### config.mk
export PLATFORM = sky130hd
export DESIGN_NAME = pwr_mode_seq
export DESIGN_NICKNAME = d
export VERILOG_FILES = /design/src/rtl/pwr_mode_pkg.sv /design/src/rtl/pwr_wake_timer.sv /design/src/rtl/pwr_bod_duty.sv /design/src/rtl/pwr_cause_reg.sv /design/src/rtl/pwr_mode_seq.sv
export SDC_FILE = /design/constraint.sdc
export NUM_CORES = 1
export LEC_CHECK = 0
export BUFFER_PORTS_ARGS = -buffer_cell sky130_fd_sc_hd__buf_2
export CORE_ASPECT_RATIO = 1.5
export CORE_UTILIZATION = 35
export CTS_CLUSTER_DIAMETER = 30
export DETAILED_ROUTE_END_ITERATION = 8
export PLACE_DENSITY_LB_ADDON = 0.2
export SLEW_MARGIN = 30
export SYNTH_ARGS = -nofsm -noshare
export SYNTH_HDL_FRONTEND = slang
export SYNTH_SLANG_ARGS = --single-unit
export TNS_END_PERCENT = 20
### constraint.sdc
create_clock -name clk -period 4.5 [get_ports clk]
set_clock_uncertainty 0.15 [all_clocks]
set_input_delay 0.9 -clock clk [delete_from_list [all_inputs] [get_ports clk]]
set_output_delay 0.9 -clock clk [all_outputs]
set_load 0.05 [all_outputs]
### src/rtl/pwr_mode_pkg.sv
`timescale 1ns/1ps
package pwr_mode_pkg;

  typedef enum logic [2:0] {
    PM_ACTIVE   = 3'd0,
    PM_IDLE     = 3'd1,
    PM_STANDBY  = 3'd2,
    PM_SHUTDOWN = 3'd3,
    PM_WAKE     = 3'd4,
    PM_LOCK     = 3'd5,
    PM_RSTHOLD  = 3'd6
  } pm_state_e;

  typedef enum logic [1:0] {
    REQ_ACTIVE   = 2'd0,
    REQ_IDLE     = 2'd1,
    REQ_STANDBY  = 2'd2,
    REQ_SHUTDOWN = 2'd3
  } pm_req_e;

  localparam int CAUSE_W    = 3;
  localparam int CAUSE_POR  = 0;
  localparam int CAUSE_PIN  = 1;
  localparam int CAUSE_SHDN = 2;

  typedef struct packed {
    logic cpu_clk;
    logic flash;
    logic sram;
    logic radio;
    logic periph;
    logic aon;
    logic io_hold;
    logic bod_full;
    logic sys_rst;
  } pm_ctrl_t;

endpackage

### src/rtl/pwr_wake_timer.sv
`timescale 1ns/1ps
// Wake latency down-counter: loaded with N-1, done when it reaches zero.
module pwr_wake_timer #(
  parameter int CW = 10
) (
  input  logic          clk,
  input  logic          por_n,
  input  logic          load,
  input  logic [CW-1:0] load_val,
  output logic          done
);

  logic [CW-1:0] cnt_q;

  always_ff @(posedge clk or negedge por_n) begin
    if (!por_n)
      cnt_q <= '0;
    else if (load)
      cnt_q <= load_val;
    else if (cnt_q != '0)
      cnt_q <= cnt_q - 1'b1;
  end

  assign done = (cnt_q == '0);

endmodule

### src/rtl/pwr_bod_duty.sv
`timescale 1ns/1ps
// Standby recharge window generator for the brown-out detector.
module pwr_bod_duty #(
  parameter int PERIOD = 16,
  parameter int WIN    = 2
) (
  input  logic clk,
  input  logic por_n,
  input  logic in_stby,
  input  logic bod_trip,
  output logic win_en,
  output logic trip_hit
);

  localparam int PW = (PERIOD > 1) ? $clog2(PERIOD) : 1;
  localparam logic [PW-1:0] LAST  = PW'(PERIOD - 1);
  localparam logic [PW-1:0] OPENS = PW'(PERIOD - WIN);

  logic [PW-1:0] phase_q;

  always_ff @(posedge clk or negedge por_n) begin
    if (!por_n)
      phase_q <= '0;
    else if (!in_stby)
      phase_q <= '0;
    else if (phase_q == LAST)
      phase_q <= '0;
    else
      phase_q <= phase_q + 1'b1;
  end

  assign win_en   = in_stby && (phase_q >= OPENS);
  assign trip_hit = win_en && bod_trip;

endmodule

### src/rtl/pwr_cause_reg.sv
`timescale 1ns/1ps
// Reset cause bits: set wins over a write-one-to-clear in the same cycle.
module pwr_cause_reg #(
  parameter int N = 3
) (
  input  logic         clk,
  input  logic         por_n,
  input  logic [N-1:0] set_v,
  input  logic [N-1:0] clr_v,
  output logic [N-1:0] cause
);

  for (genvar b = 0; b < N; b++) begin : g_bit
    localparam logic POR_VAL = (b == 0);
    always_ff @(posedge clk or negedge por_n) begin
      if (!por_n)
        cause[b] <= POR_VAL;
      else
        cause[b] <= (cause[b] & ~clr_v[b]) | set_v[b];
    end
  end

endmodule

### src/rtl/pwr_mode_seq.sv
`timescale 1ns/1ps
module pwr_mode_seq
  import pwr_mode_pkg::*;
#(
  parameter int CLK_MHZ    = 1,
  parameter int IDLE_US    = 14,
  parameter int STBY_US    = 151,
  parameter int SHDN_US    = 1015,
  parameter int BOD_PERIOD = 16,
  parameter int BOD_WIN    = 2
) (
  input  logic       clk,
  input  logic       por_n,
  input  logic       rst_pin_n,
  input  logic       mode_req_valid,
  input  logic [1:0] mode_req,
  input  logic       irq,
  input  logic       rtc_evt,
  input  logic       pin_edge_evt,
  input  logic       sensor_evt,
  input  logic       wake_pin_chg,
  input  logic       bod_trip,
  input  logic [2:0] cause_clr,
  output logic       cpu_clk_en,
  output logic       flash_pwr_en,
  output logic       sram_pwr_en,
  output logic       radio_pwr_en,
  output logic       periph_clk_en,
  output logic       aon_pwr_en,
  output logic       io_hold,
  output logic       bod_en,
  output logic       sys_rst,
  output logic       cpu_ready,
  output logic       lock_out,
  output logic       req_err,
  output logic [2:0] mode_now,
  output logic [2:0] rst_cause
);

  localparam int IDLE_CYC = IDLE_US * CLK_MHZ;
  localparam int STBY_CYC = STBY_US * CLK_MHZ;
  localparam int SHDN_CYC = SHDN_US * CLK_MHZ;
  localparam int MAX_CYC  = (SHDN_CYC > STBY_CYC) ?
                            ((SHDN_CYC > IDLE_CYC) ? SHDN_CYC : IDLE_CYC) :
                            ((STBY_CYC > IDLE_CYC) ? STBY_CYC : IDLE_CYC);
  localparam int TW       = $clog2(MAX_CYC + 1);
  localparam logic [TW-1:0] IDLE_LD = TW'(IDLE_CYC - 1);
  localparam logic [TW-1:0] STBY_LD = TW'(STBY_CYC - 1);
  localparam logic [TW-1:0] SHDN_LD = TW'(SHDN_CYC - 1);

  pm_state_e state_q, state_d;
  logic      deep_q, deep_d;
  logic      wrst_q, wrst_d;
  logic      lock_q, lock_d;
  logic      err_q, err_d;
  logic      t_load, t_done;
  logic [TW-1:0] t_val;
  logic [CAUSE_W-1:0] cause_set;
  logic      win_en, trip_hit;
  logic      any_int, stby_wake;
  pm_ctrl_t  ctl;

  pwr_wake_timer #(.CW(TW)) u_timer (
    .clk      (clk),
    .por_n    (por_n),
    .load     (t_load),
    .load_val (t_val),
    .done     (t_done)
  );

  pwr_bod_duty #(.PERIOD(BOD_PERIOD), .WIN(BOD_WIN)) u_bod (
    .clk      (clk),
    .por_n    (por_n),
    .in_stby  (state_q == PM_STANDBY),
    .bod_trip (bod_trip),
    .win_en   (win_en),
    .trip_hit (trip_hit)
  );

  pwr_cause_reg #(.N(CAUSE_W)) u_cause (
    .clk   (clk),
    .por_n (por_n),
    .set_v (cause_set),
    .clr_v (cause_clr),
    .cause (rst_cause)
  );

  assign any_int   = irq | rtc_evt | pin_edge_evt | sensor_evt;
  assign stby_wake = rtc_evt | pin_edge_evt | sensor_evt;

  // next-state logic
  always_comb begin
    state_d   = state_q;
    deep_d    = deep_q;
    wrst_d    = wrst_q;
    lock_d    = lock_q;
    err_d     = err_q;
    t_load    = 1'b0;
    t_val     = '0;
    cause_set = '0;
    if (!rst_pin_n) begin
      state_d = PM_RSTHOLD;
      lock_d  = 1'b0;
      err_d   = 1'b0;
      deep_d  = 1'b0;
      wrst_d  = 1'b1;
      if (state_q != PM_RSTHOLD)
        cause_set[CAUSE_PIN] = 1'b1;
    end else begin
      if (mode_req_valid && state_q != PM_ACTIVE)
        err_d = 1'b1;
      unique case (state_q)
        PM_ACTIVE: begin
          if (mode_req_valid) begin
            unique case (pm_req_e'(mode_req))
              REQ_IDLE:     state_d = PM_IDLE;
              REQ_STANDBY:  state_d = PM_STANDBY;
              REQ_SHUTDOWN: state_d = PM_SHUTDOWN;
              default:      state_d = PM_ACTIVE;
            endcase
          end
        end
        PM_IDLE: begin
          if (any_int) begin
            state_d = PM_WAKE;
            t_load  = 1'b1;
            t_val   = IDLE_LD;
            deep_d  = 1'b0;
            wrst_d  = 1'b0;
          end
        end
        PM_STANDBY: begin
          if (trip_hit)
            lock_d = 1'b1;
          if (stby_wake) begin
            if (lock_d) begin
              state_d = PM_LOCK;
            end else begin
              state_d = PM_WAKE;
              t_load  = 1'b1;
              t_val   = STBY_LD;
              deep_d  = 1'b1;
              wrst_d  = 1'b0;
            end
          end
        end
        PM_SHUTDOWN: begin
          if (wake_pin_chg) begin
            state_d = PM_WAKE;
            t_load  = 1'b1;
            t_val   = SHDN_LD;
            deep_d  = 1'b1;
            wrst_d  = 1'b1;
            cause_set[CAUSE_SHDN] = 1'b1;
          end
        end
        PM_WAKE: begin
          if (t_done) begin
            state_d = PM_ACTIVE;
            deep_d  = 1'b0;
            wrst_d  = 1'b0;
          end
        end
        PM_LOCK: state_d = PM_LOCK;
        PM_RSTHOLD: begin
          state_d = PM_WAKE;
          t_load  = 1'b1;
          t_val   = SHDN_LD;
          deep_d  = 1'b0;
          wrst_d  = 1'b1;
        end
        default: state_d = PM_RSTHOLD;
      endcase
    end
  end

  always_ff @(posedge clk or negedge por_n) begin
    if (!por_n) begin
      state_q <= PM_ACTIVE;
      deep_q  <= 1'b0;
      wrst_q  <= 1'b0;
      lock_q  <= 1'b0;
      err_q   <= 1'b0;
    end else begin
      state_q <= state_d;
      deep_q  <= deep_d;
      wrst_q  <= wrst_d;
      lock_q  <= lock_d;
      err_q   <= err_d;
    end
  end

  // per-mode domain control
  always_comb begin
    ctl = '0;
    unique case (state_q)
      PM_ACTIVE:   ctl = '{cpu_clk:1'b1, flash:1'b1, sram:1'b1, radio:1'b1, periph:1'b1,
                           aon:1'b1, io_hold:1'b0, bod_full:1'b1, sys_rst:1'b0};
      PM_IDLE:     ctl = '{cpu_clk:1'b0, flash:1'b1, sram:1'b1, radio:1'b1, periph:1'b1,
                           aon:1'b1, io_hold:1'b0, bod_full:1'b1, sys_rst:1'b0};
      PM_STANDBY:  ctl = '{cpu_clk:1'b0, flash:1'b0, sram:1'b1, radio:1'b0, periph:1'b0,
                           aon:1'b1, io_hold:1'b1, bod_full:1'b0, sys_rst:1'b0};
      PM_SHUTDOWN: ctl = '{cpu_clk:1'b0, flash:1'b0, sram:1'b0, radio:1'b0, periph:1'b0,
                           aon:1'b0, io_hold:1'b1, bod_full:1'b0, sys_rst:1'b1};
      PM_WAKE:     ctl = '{cpu_clk:1'b0, flash:1'b1, sram:1'b1, radio:1'b0, periph:1'b0,
                           aon:1'b1, io_hold:deep_q, bod_full:1'b1, sys_rst:wrst_q};
      PM_LOCK:     ctl = '{cpu_clk:1'b0, flash:1'b0, sram:1'b0, radio:1'b0, periph:1'b0,
                           aon:1'b1, io_hold:1'b1, bod_full:1'b0, sys_rst:1'b0};
      PM_RSTHOLD:  ctl = '{cpu_clk:1'b0, flash:1'b0, sram:1'b0, radio:1'b0, periph:1'b0,
                           aon:1'b0, io_hold:1'b0, bod_full:1'b0, sys_rst:1'b1};
      default:     ctl = '0;
    endcase
  end

  assign cpu_clk_en    = ctl.cpu_clk;
  assign flash_pwr_en  = ctl.flash;
  assign sram_pwr_en   = ctl.sram;
  assign radio_pwr_en  = ctl.radio;
  assign periph_clk_en = ctl.periph;
  assign aon_pwr_en    = ctl.aon;
  assign io_hold       = ctl.io_hold;
  assign bod_en        = ctl.bod_full | win_en;
  assign sys_rst       = ctl.sys_rst;
  assign cpu_ready     = (state_q == PM_ACTIVE);
  assign lock_out      = (state_q == PM_LOCK);
  assign req_err       = err_q;
  assign mode_now      = state_q;

endmodule

Word level (Yosys, flattened, before mapping)
Index checks and enable logic that the tools add are counted.
{"block": "word_totals", "word_cells": 105, "register_bits": 24}
{"block": "op_classes", "n_bitwise": 14, "eq_ne": 20, "magnitude_cmp": 1, "addsub": 2, "muxes": 48, "reduce_logical": 10}
{"op": "$pmux 9 s7", "n": 1}
{"op": "$mux 10", "n": 4}
{"op": "$pmux 10 s4", "n": 1}
{"op": "$mux 1", "n": 26}
{"op": "$ne 3x3->1 const B", "n": 7}
{"op": "$pmux 3 s7", "n": 1}
{"op": "$mux 3", "n": 6}
{"op": "$mux 8", "n": 2}
{"op": "$mux 4", "n": 3}
{"op": "$logic_not 10->1", "n": 1}
{"op": "$pmux 1 s5", "n": 2}
{"op": "$reduce_bool 10->1", "n": 1}
{"op": "$sub 10x1->10 const B", "n": 1}
{"op": "$eq 3x3->1 const B", "n": 3}
{"op": "$or 1x1->1", "n": 8}
{"op": "$eq 3x2->1 const B", "n": 2}
{"op": "$ne 6x1->1 const B", "n": 1}
{"op": "$pmux 2 s3", "n": 1}
{"op": "$reduce_and 6->1", "n": 1}
{"op": "$reduce_and 5->1", "n": 1}
{"op": "$add 4x1->4 const B", "n": 1}
{"op": "$eq 2x2->1 const B", "n": 2}
{"op": "$eq 4x4->1 const B", "n": 1}
{"op": "$ge 4x4->1 const B", "n": 1}
{"op": "10 further kinds", "n": 17}

Longest topological paths before layout
{"block": "depth", "depth_word": 11, "mapped_depth": 7, "ltp_nobuf": 7}

By module
A second synthesis with hierarchy kept.
{"block": "hier_totals", "cells_unflattened": 186, "area_unflattened_um2": 1617.8}
{"module": "pwr_mode_seq", "instances": 1, "area_each_um2": 681.9, "cells_per_inst": 89}
{"module": "pwr_wake_timer", "instances": 1, "area_each_um2": 620.6, "cells_per_inst": 68}
{"module": "pwr_bod_duty", "instances": 1, "area_each_um2": 205.2, "cells_per_inst": 20}
{"module": "pwr_cause_reg", "instances": 1, "area_each_um2": 110.1, "cells_per_inst": 9}

Worst setup path before layout
Ideal clock, no wire load.
{"block": "synth_timing", "path_kind": "reg-to-output", "startpoint": "reg state_q[0] (netlist: mode_now[0])", "endpoint": "out io_hold", "arrival_ns": 2.688, "stages_incl_launch_ff": 6, "setup_slack_ns": 0.762, "path_cell_list": "dfrtp_1 clkbuf_1 clkbuf_1 clkbuf_1 nor2_1 o21ai_0"}
{"block": "synth_via", "elab_chain_len": 2}
{"item": "start: declaration", "line": "pwr_mode_seq.sv:51", "text": "pm_state_e state_q, state_d;"}
{"item": "start signal: assignment", "line": "pwr_mode_seq.sv:185", "text": "state_q <= state_d;"}
{"item": "$eq 3x3->1 (tied with other cells)", "line": "pwr_mode_seq.sv:196", "text": "unique case (state_q)"}
{"item": "$pmux 9 s7 *", "line": "pwr_mode_seq.sv:196"}
{"item": "end: declaration", "line": "pwr_mode_seq.sv:30", "text": "output logic io_hold,"}
Mark *: on every way between the ends. The rest lies on a longest branch, timed or not.

Worst setup path in the final report
{"block": "layout_timing", "startpoint": "reg state_q[1] (netlist: mode_now[1])", "endpoint": "out sys_rst"}
{"block": "layout_via", "elab_chain_len": 2}
{"item": "$eq 3x3->1 (tied with other cells)", "line": "pwr_mode_seq.sv:196"}
{"item": "$pmux 9 s7 *", "line": "pwr_mode_seq.sv:196"}
{"item": "end: declaration", "line": "pwr_mode_seq.sv:32", "text": "output logic sys_rst,"}
Marks and branches as above.

==> flow_summary.rst <==
.. list-table::
   :header-rows: 1

   * - Metric
     - Value
   * - Slowest Stage Delay on Critical Path
     - 740 ps
   * - Cts repair resizes
     - 0
   * - Ys Warns
     - 0
   * - Post-layout instance area
     - 0.001719 mm2
   * - Count leader, synth
     - dfrtp_1
   * - Timing-limited maximum frequency
     - 319.9 MHz
   * - Critical path required time
     - 3450 ps
   * - Port-buffer cells
     - 32
   * - Asr flop ratio synth
     - 100.0%
   * - Layout cells sized above 1
     - 22.92%
   * - Pre-Repair DR Iteration Count
     - 4
   * - Total number of H-tree levels
     - 1
   * - Worst voltage drop across the vdd grid
     - 0.0002860 V
   * - Cts hold-fix bufs
     - 0
   * - Synth Instances
     - 165
   * - Setup_tns
     - 0 ps
   * - Cell Count, Final, Fillers Out
     - 237
   * - Total Routing Usage GR
     - 17.42%
   * - Cell Area, Synth
     - 0.001470 mm2
   * - Antenna violations before repair
     - 0
   * - Drt wl/cell
     - 15.04 um
   * - Largest net degree at the start of global routing
     - 30
   * - Initial standard-cell utilization of the core
     - 36.81%
   * - Part of the cycle the worst path needs
     - 69.47%
   * - Worst hold slack across all endpoints
     - 335.3 ps
   * - Detail Placement HPWL
     - 2595 um
   * - Post-Synthesis Net Count
     - 184
   * - Area added between synthesis and finish
     - 16.94%
   * - Number of max-slew violations in the final report
     - 0
   * - Number of endpoints with negative hold slack in the final report
     - 0
   * - Min Tclk post-route
     - 3126 ps
   * - Detailed-route vias per instance
     - 5.616
   * - Worst path cell trace
     - clkinv_1 > nor2_1 > nand2_1 > o21ai_0 > buf_2
   * - GRT overflow
     - 0
   * - Core region area
     - 0.003994 mm2
   * - Clock latency of the later-clocked register in the worst-skew pair
     - 270 ps
   * - CTS tree
     - built
   * - Die boundary height
     - 81.38 um
   * - Total inserted antenna cells
     - 0
   * - Total length of routed wires
     - 3564 um
   * - Count of flip-flops with a built-in enable after synthesis
     - 0
   * - Area fraction of the dominant cell type after synthesis
     - 39.15%
   * - Leakage
     - 0.7709 nW
   * - Residual antenna-violating net count after detailed routing
     - 0
   * - Horizontal die dimension
     - 54.92 um
   * - Rows
     - 28
   * - Residual DRC
     - 0
   * - First-pass GRT wire length
     - 5644 um
   * - Setup repair after global routing missed its margin
     - false
   * - Max Cap Viol
     - 0
   * - Number of clock sinks
     - 24
   * - Number of ports placed on the die boundary
     - 33
   * - Sequential-to-total area share from yosys stat
     - 40.94%
   * - Mapped Avg Cell Area
     - 8.910 um2
   * - Commonest register cell after synthesis
     - dfrtp_1
   * - Worst EP arrival
     - 2080 ps
   * - Power Dens Cells
     - 399.3 mW/mm2
   * - Crit path capture type
     - output pin
   * - Standard cell area after detailed placement
     - 0.001648 mm2
   * - Critical setup path kind
     - reg -> out
   * - Clk root buf
     - clkbuf_8
   * - Clock transition at path regs
     - 90 ps
   * - CTS max path bufs
     - 2
   * - Count of buffer and inverter cells on the critical path
     - 2
   * - Area contributors post-synth
     - dfrtp_1 (39%), o21ai_0 (4.8%), nand2_1 (3.8%), ha_1 (3.4%), nor2_1 (3.1%)
   * - Fin nets
     - 212
   * - Kind of launch point of the worst setup path
     - flip-flop
   * - Cell types with the highest counts after synthesis
     - dfrtp_1 (23), nand2_1 (15), o21ai_0 (14), nor2_1 (12)
   * - Kind of cell adding the most delay to the critical path
     - flip-flops
   * - Slowest cell on the critical path
     - dfrtp_1
   * - Postcts setup bufs
     - 0
   * - Final setup viols
     - 0
   * - Number of DRC markers after the initial detailed-route iteration
     - 45
   * - Flop and latch count out of synthesis
     - 24
   * - CP Max Fanout
     - 20
   * - Weighted congestion reported at the end of routability-driven placement
     - 0.8276
   * - Final standard cell utilization of the core
     - 43.05%
   * - DR vias
     - 1,331
   * - Class of the most critical hold timing path
     - reg -> reg
   * - Cell count after placement
     - 233
   * - Floorplan die area
     - 0.004469 mm2
   * - Headroom to the max-slew limit
     - 43.33%
   * - Worst-margin pin slew
     - 850.1 ps
   * - Status
     - completed
   * - Vias in the first global route
     - 1,246
   * - Most area-hungry cell type in the Yosys netlist
     - dfrtp_1
   * - Number of distinct library cells after synthesis
     - 47
   * - Number of buffers inserted during clock tree synthesis
     - 3
final timing paths:
check	start	to	slack (ps)	depth (start not counted)
worst max-delay path	mode_now[1]	sys_rst	1370	5
worst min-delay path	u_cause.cause[0]	u_cause.cause[0]	340	1
worst max register to register	mode_now[1]	u_timer.cnt_q[6]	2110	5
worst min register to register	u_cause.cause[0]	u_cause.cause[0]	340	1
max in group asynchronous	por_n	u_cause.cause[0]	3370	1
min in group asynchronous	por_n	u_timer.cnt_q[7]	460	1
cell families (layout without fill, tap and decap cells):
logic type,count (synthesis),in the layout,synth area share [%]
adder cells (fa/ha/maj),4,4,3.404
AND/OR/NAND/NOR,62,62,23.06
buffers and inverters,17,44,4.681
XOR/XNOR,10,10,5.957
multiplexers,1,1,0.7659
flip-flops,24,24,40.94
AO/OA/AOI/OAI,47,47,21.19
where the power goes:
| part | leakage [nW] | switching (mW) | total (mW) | internal (mW) |
|---|---|---|---|---|
| Clock | 0.0357 | 0.0728 | 0.192 | 0.119 |
| Sequential | 0.279 | 0.0514 | 0.299 | 0.247 |
| Combinational | 0.456 | 0.127 | 0.196 | 0.0688 |
| Total | 0.771 | 0.252 | 0.687 | 0.435 |
metal layers:
| metal | wire length (um) | global-route usage [%] |
|---|---|---|
| met2 | 1895 | 28.80 |
| met5 | 0 | 0 |
| met1 | 1521 | 21.46 |
| met3 | 106 | 2.247 |
| met4 | 41 | 8.500 |
cell usage in the layout, fill, tap and decap left out, drive strengths merged, types with 3 or more instances in the layout:
cell type,netlist,layout
clkbuf,5,3
buf,4,32
a311oi,3,3
xor2,5,5
nand2,15,15
xnor2,5,5
a21oi,8,8
or3,3,3
inv,7,7
nor4,3,3
nand3,7,7
o211ai,3,3
nor2,12,12
nor3,8,8
o21ai,17,17
dfrtp,23,23
ha,4,4
area by class of cell:
cell class,instances,area [um2]
fillers,411,2275
multi-input cells,124,799.5
flip-flops and latches,24,601.8
repair buffers,32,160.2
well taps,45,56.30
clock buffers,3,41.29
clock inverters,1,30.03
inverters,8,30.03
metrics by stage:
step | worst slack (ps) | power [mW]
after floorplan | 762.3 | 0.4468
after global placement | 1785 | 0.4957
after detailed placement | 1705 | 0.4996
after CTS | 1388 | 0.6938
after global routing | 1170 | 0.7265
final | 1374 | 0.6865
flip-flops by register name, indices dropped and copies added (netlist names):
signal and cells:
u_timer.cnt_q 10, wrst_q 1, mode_now 3, req_err 1, lock_q 1, deep_q 1, u_bod.phase_q 4, u_cause.cause 3
worst register-to-register path, stage by stage (launching register included):
cell and delay [ps]:
dfrtp_1 740, clkinv_1 400, nor3_1 400, nand4_1 210
nand3_1 220, o21ai_0 130
(Power assumes the default switching activity.)
